`src/rtl/arb_pkg.sv`:
```
package arb_pkg;

    // number of doubling stages needed to cover n positions
    function automatic int tree_depth(input int n);
        return (n <= 1) ? 1 : $clog2(n);
    endfunction

endpackage

```
`src/rtl/arb_prefix_or.sv`:
```
module arb_prefix_or #(
    parameter int NUM_REQ = 8
) (
    input  logic [NUM_REQ-1:0] bits_i,
    output logic [NUM_REQ-1:0] incl_o
);
    localparam int DEPTH = arb_pkg::tree_depth(NUM_REQ);

    // lvl[k] bit i holds the OR of bits i-2^k+1 .. i
    logic [NUM_REQ-1:0] lvl [DEPTH+1];

    assign lvl[0] = bits_i;

    for (genvar k = 0; k < DEPTH; k++) begin : g_stage
        localparam int DIST = 1 << k;
        if (DIST < NUM_REQ) begin : g_span
            // zeros shift in from below: positions under index 0 count as idle
            assign lvl[k+1] = lvl[k] | (lvl[k] << DIST);
        end else begin : g_pass
            assign lvl[k+1] = lvl[k];
        end
    end

    assign incl_o = lvl[DEPTH];

endmodule

```
`src/rtl/arb_grant_sel.sv`:
```
module arb_grant_sel #(
    parameter int NUM_REQ = 8
) (
    input  logic [NUM_REQ-1:0] req_i,
    input  logic [NUM_REQ-1:0] incl_i,
    output logic [NUM_REQ-1:0] gnt_o,
    output logic               any_o
);
    if (NUM_REQ == 1) begin : g_single
        assign gnt_o = req_i;
    end else begin : g_multi
        // a position is blocked when the inclusive OR one place below is set
        logic [NUM_REQ-1:0] blocked;
        assign blocked = {incl_i[NUM_REQ-2:0], 1'b0};
        assign gnt_o   = req_i & ~blocked;
    end

    assign any_o = incl_i[NUM_REQ-1];

endmodule

```
`src/rtl/arb_out_stage.sv`:
```
module arb_out_stage #(
    parameter int NUM_REQ = 8,
    parameter bit REG_OUT = 1'b1
) (
    input  logic               clk,
    input  logic               rst,
    input  logic [NUM_REQ-1:0] gnt_d,
    input  logic               any_d,
    output logic [NUM_REQ-1:0] gnt_q,
    output logic               any_q
);
    if (REG_OUT) begin : g_reg
        always_ff @(posedge clk) begin
            if (rst) begin
                gnt_q <= '0;
                any_q <= 1'b0;
            end else begin
                gnt_q <= gnt_d;
                any_q <= any_d;
            end
        end
    end else begin : g_comb
        assign gnt_q = gnt_d;
        assign any_q = any_d;
    end

endmodule

```
`src/rtl/prio_tree_arbiter.sv`:
```
module prio_tree_arbiter #(
    parameter int NUM_REQ = 8,
    parameter bit REG_OUT = 1'b1
) (
    input  logic               clk,
    input  logic               rst,
    input  logic [NUM_REQ-1:0] req_i,
    output logic [NUM_REQ-1:0] gnt_o,
    output logic               any_o
);
    logic [NUM_REQ-1:0] incl;
    logic [NUM_REQ-1:0] gnt_d;
    logic               any_d;

    arb_prefix_or #(.NUM_REQ(NUM_REQ)) u_tree (
        .bits_i (req_i),
        .incl_o (incl)
    );

    arb_grant_sel #(.NUM_REQ(NUM_REQ)) u_sel (
        .req_i  (req_i),
        .incl_i (incl),
        .gnt_o  (gnt_d),
        .any_o  (any_d)
    );

    arb_out_stage #(.NUM_REQ(NUM_REQ), .REG_OUT(REG_OUT)) u_out (
        .clk   (clk),
        .rst   (rst),
        .gnt_d (gnt_d),
        .any_d (any_d),
        .gnt_q (gnt_o),
        .any_q (any_o)
    );

endmodule

```
`config.mk`:
```
export PLATFORM = sky130hd
export DESIGN_NAME = prio_tree_arbiter
export DESIGN_NICKNAME = d
export VERILOG_FILES = /design/src/rtl/arb_pkg.sv /design/src/rtl/arb_prefix_or.sv /design/src/rtl/arb_grant_sel.sv /design/src/rtl/arb_out_stage.sv /design/src/rtl/prio_tree_arbiter.sv
export SDC_FILE = /design/constraint.sdc
export NUM_CORES = 1
export LEC_CHECK = 0
export ABC_AREA = 1
export BUFFER_PORTS_ARGS = -buffer_cell sky130_fd_sc_hd__buf_2
export CAP_MARGIN = 40
export CORE_AREA = 2 2 39 41
export CTS_BUF_LIST = sky130_fd_sc_hd__clkbuf_4 sky130_fd_sc_hd__clkbuf_8 sky130_fd_sc_hd__clkbuf_16
export DETAILED_ROUTE_END_ITERATION = 16
export DIE_AREA = 0 0 41 43
export HOLD_SLACK_MARGIN = 0.02
export SLEW_MARGIN = 20
export SYNTH_ARGS = -nofsm -noshare
export SYNTH_HDL_FRONTEND = slang
export SYNTH_SLANG_ARGS = --single-unit
export TNS_END_PERCENT = 100
```
`constraint.sdc`:
```
create_clock -name clk -period 0.9 [get_ports clk]
set_clock_uncertainty 0.2 [all_clocks]
set_input_delay 0.09 -clock clk [delete_from_list [all_inputs] [get_ports clk]]
set_output_delay 0.09 -clock clk [all_outputs]
set_load 0.005 [all_outputs]
```
Yosys cells after proc, flatten, opt, wreduce, memory -nomap -nowiden
Cells that the tools add are included.

Output and inout bits: 9. Input port bits: 10. Word-level logic and storage cells: 7. Register bits: 9.

Bitwise operators: 5.

Operators with widths (count): $or A8 B8 Y8 (3); $and A8 B8 Y8 (1); $not A8 Y8 (1).

Logic depth before layout (Yosys ltp)
Word-level depth: 5. Mapped depth: 4. Depth with buffers taken out: 4.

Hierarchy
From an unflattened synthesis, not the netlist that was laid out.

Cells, all modules: 69. Area, all modules: 446.7 um^2.

Modules (own cells, without submodules): arb_out_stage (seq. area each 180.2 um^2, area each 259.0 um^2, instances 1, cells each 28); arb_prefix_or (seq. area each 0.0 um^2, area each 102.6 um^2, instances 1, cells each 25); arb_grant_sel (seq. area each 0.0 um^2, area each 85.1 um^2, instances 1, cells each 16).

Worst setup path after synthesis
Ideal clock, no wire load.

Kind: input to register. From: in req_i[1]. To: reg u_out.any_q. Cell stages on the path: 4. Required time: 0.589 ns. Buffers on the path: 0. Library setup time: 0.111 ns. Slack: 0.192 ns. Arrival time: 0.397 ns. Path through: nor2_4 nand2_2 nor2_1 nor2_1.

Longest elaborated chain between the ends: 3.

RTL lines: from (decl) (line prio_tree_arbiter.sv:7) `input logic [NUM_REQ-1:0] req_i,`; $or A8 B8 Y8 (3 in series) (line arb_prefix_or.sv:18) `assign lvl[k+1] = lvl[k] | (lvl[k] << DIST);`; to (signal assigned) (line arb_out_stage.sv:19) `any_q <= any_d;`; to (decl) (line arb_out_stage.sv:10) `output logic any_q`.

Every way passes these cells. A chain may end at the register's enable or synchronous reset.

Worst setup path after layout
From: reg u_out.gnt_q[1]. To: out gnt_o[1].

RTL lines: from (decl) (line arb_out_stage.sv:9) `output logic [NUM_REQ-1:0] gnt_q,`; from (signal assigned) (line arb_out_stage.sv:18) `gnt_q <= gnt_d;`; to (decl) (line prio_tree_arbiter.sv:8) `output logic [NUM_REQ-1:0] gnt_o,`.

No word-level cell between the ends.

==> impl_metrics.tcl <==
set metrics [dict create \
    status "complete, but fails checks" \
    violations "negative hold slack, negative setup slack" \
    synth_top_area_share_pct 56.7 \
    place_hpwl_um 514 \
    place.port_buffers 18 \
    netlist_area_sq_um 318 \
    clock_path_buffers 2 \
    initialDrtViolationCount 0 \
    hold_viol_final 9 \
    drc_errors 0 \
    synth.area.mux_share_pct 0 \
    setup_viol 9 \
    drive_gt1_share_pct 39.7 \
    wl_per_cell_um 7.61 \
    place.gp.congestion 0.785 \
    ant_nets 0 \
    worst_slack_ps -62.8 \
    num-nets-final 74 \
    crit_fanout 1 \
    synth_seq_cells 9 \
    cp_num_buf_inv 1 \
    grt.total_usage_pct 8.77 \
    grt_pass1_wl_um 979 \
    htreeDepth 1 \
    worstSetupStartpointType "register" \
    crit_type "reg2out" \
    syn_inst 41 \
    endpoint "gnt_o[1]" \
    synthAdderAreaFrac_pct 0 \
    avgSynthCellArea_sq_um 7.75 \
    hold_slack_ps -120 \
    synth_compound_area_share_pct 0 \
    max_slew_margin_pct 90.6 \
    numCtsBuffers 3 \
    synth-edff-count 0 \
    core_sq_mm 0.00138 \
    num_rows 14 \
    post-route-min-period_ps 963 \
    numClockSinks 9 \
    yosys_warnings 0 \
    min_path_type "in2reg" \
    dr.pass1.iters 1 \
    post-cts-setup-buffers 0 \
    cp_num_cells 1 \
    grt_max_degree 8 \
    cts-root-buf "clkbuf_4" \
    n_antenna_cell 0 \
    synth_cell_type_count 8 \
    tns_ps -479 \
    power_density_mw_per_mm2 1730 \
    rsz0062_at_grt "yes" \
    via_per_inst 3.87 \
    syn_nets 51 \
    crit_slowest_cell "dfxtp_1" \
    yosys.area_share.simple_pct 38.6 \
    totalWireLength_um 601 \
    synthToLayoutAreaGrowth_pct 43.3 \
    async_flop_share_pct 0 \
    max_slew.worst_pin.slew_ps 140 \
    crit_required_ps 610 \
    fillers 160 \
    yosysMostFrequentCell "nor2_1" \
    fmax_mhz 1040 \
    dieArea_sq_mm 0.00176 \
    cp_cell_sequence "buf_2" \
    endpoint_kind "output port" \
    fin_crit_sh_pct 107 \
    crit_arrival_ps 670 \
    ir_worst_vdd_mv 0.437 \
    vias 306 \
    startpoint "u_out.gnt_q[1]" \
    die_x_um 41 \
    yosys-top-cells-area "dfxtp_1 57%, nor2_1 18%, nand2_1 7.1%" \
    synth_top_family_by_area "simple AND/OR/NAND/NOR gates" \
    cts_tree "done" \
    yosysSeqAreaShare_pct 56.7 \
    synth_top_area_cell "dfxtp_1" \
    grt_overflow 0 \
    finalPower_uw 786 \
    hold-path-cell-count 2 \
    synthXorXnorAreaFrac_pct 0 \
    clk_pin_slew_ps 60 \
    synth-main-ff-cell "dfxtp_1" \
    crit_family "flip-flops" \
    max_cap_violations 0 \
    grt_antenna_before_repair 0 \
    slowest_delay_ps 300 \
    leakagePower_nw 0.237 \
    initial_core_util_pct 23.0 \
    drv_slew 0 \
    grt_pass1_vias 274 \
    die_h_um 43 \
    ios 19 \
    synth_common_cells "15 x nor2_1, 9 x dfxtp_1, 6 x nand2_1" \
]
-- power by group --
group	total (mW)	leakage [nW]	internal [mW]	switching, mW
Sequential	0.410	0.0735	0.408	0.00194
Clock	0.300	0.0177	0.163	0.137
Combinational	0.0759	0.146	0.0328	0.0430
-- what timing repair did --
item	in CTS	in global routing
resized for setup	0	0
hold endpoints to repair	9	9
setup endpoints to repair	9	9
cloned	0	0
-- through the flow --
step	instances	cell area (sq um)	util (%)	setup WS [ps]
after floorplan	41	318	-	192
after global placement	75	428	30.9	36.7
after detailed placement	75	428	30.9	18.3
after CTS	79	455	32.9	-71.6
after global routing	79	455	32.9	-109
final	79	455	32.9	-62.8
-- layer usage --
metal	vias to the layer above	global-route usage (%)	share of wire (%)
li1	169	-	-
met1	124	10.4	45
met2	11	10.6	43
met3	2	1.57	8.3
met4	0	12.0	3.3
met5	-	0	0
-- cells in the final DEF (no fill, tap or decap) --
cell type	instances
nand2_1	6
nand2_2	1
clkbuf_4	3
buf_2	18
dfxtp_1	9
nor2_4	1
inv_1	4
nor2_2	1
clkinv_2	1
nor2_1	15
nand3_1	4
-- how the worst min path moves through the flow --
stage / slack (ps) / to / startpoint
global route: -130 / u_out.gnt_q[0] / rst
finish: -120 / u_out.gnt_q[2] / rst
global placement: 150 / u_out.gnt_q[1] / rst
CTS: -130 / u_out.gnt_q[2] / rst
floorplan: -40 / u_out.gnt_q[2] / rst
detailed placement: 150 / u_out.gnt_q[1] / rst
-- area by class of cell --
class / instances / area [sq um] / area share, %
sequential: 9 / 180 / 39.6
clock buffer: 3 / 22.5 / 4.95
multi-input combinational: 28 / 123 / 26.9
timing repair buffer: 18 / 90.1 / 19.8
clock inverter: 1 / 5.00 / 1.10
tap: 16 / 20.0 / 4.40
inverter: 4 / 15.0 / 3.30
-- registers in the layout, indices dropped and copies added (netlist names) --
signal and cells:
u_out.gnt_q 8, u_out.any_q 1
-- cell families (layout without fill, tap and decap cells) --
family        Yosys count  in the layout
flops                   9              9
simple gates           28             28
buf+inv                 4             26
No activity file was read; power rests on OpenSTA's default activity.
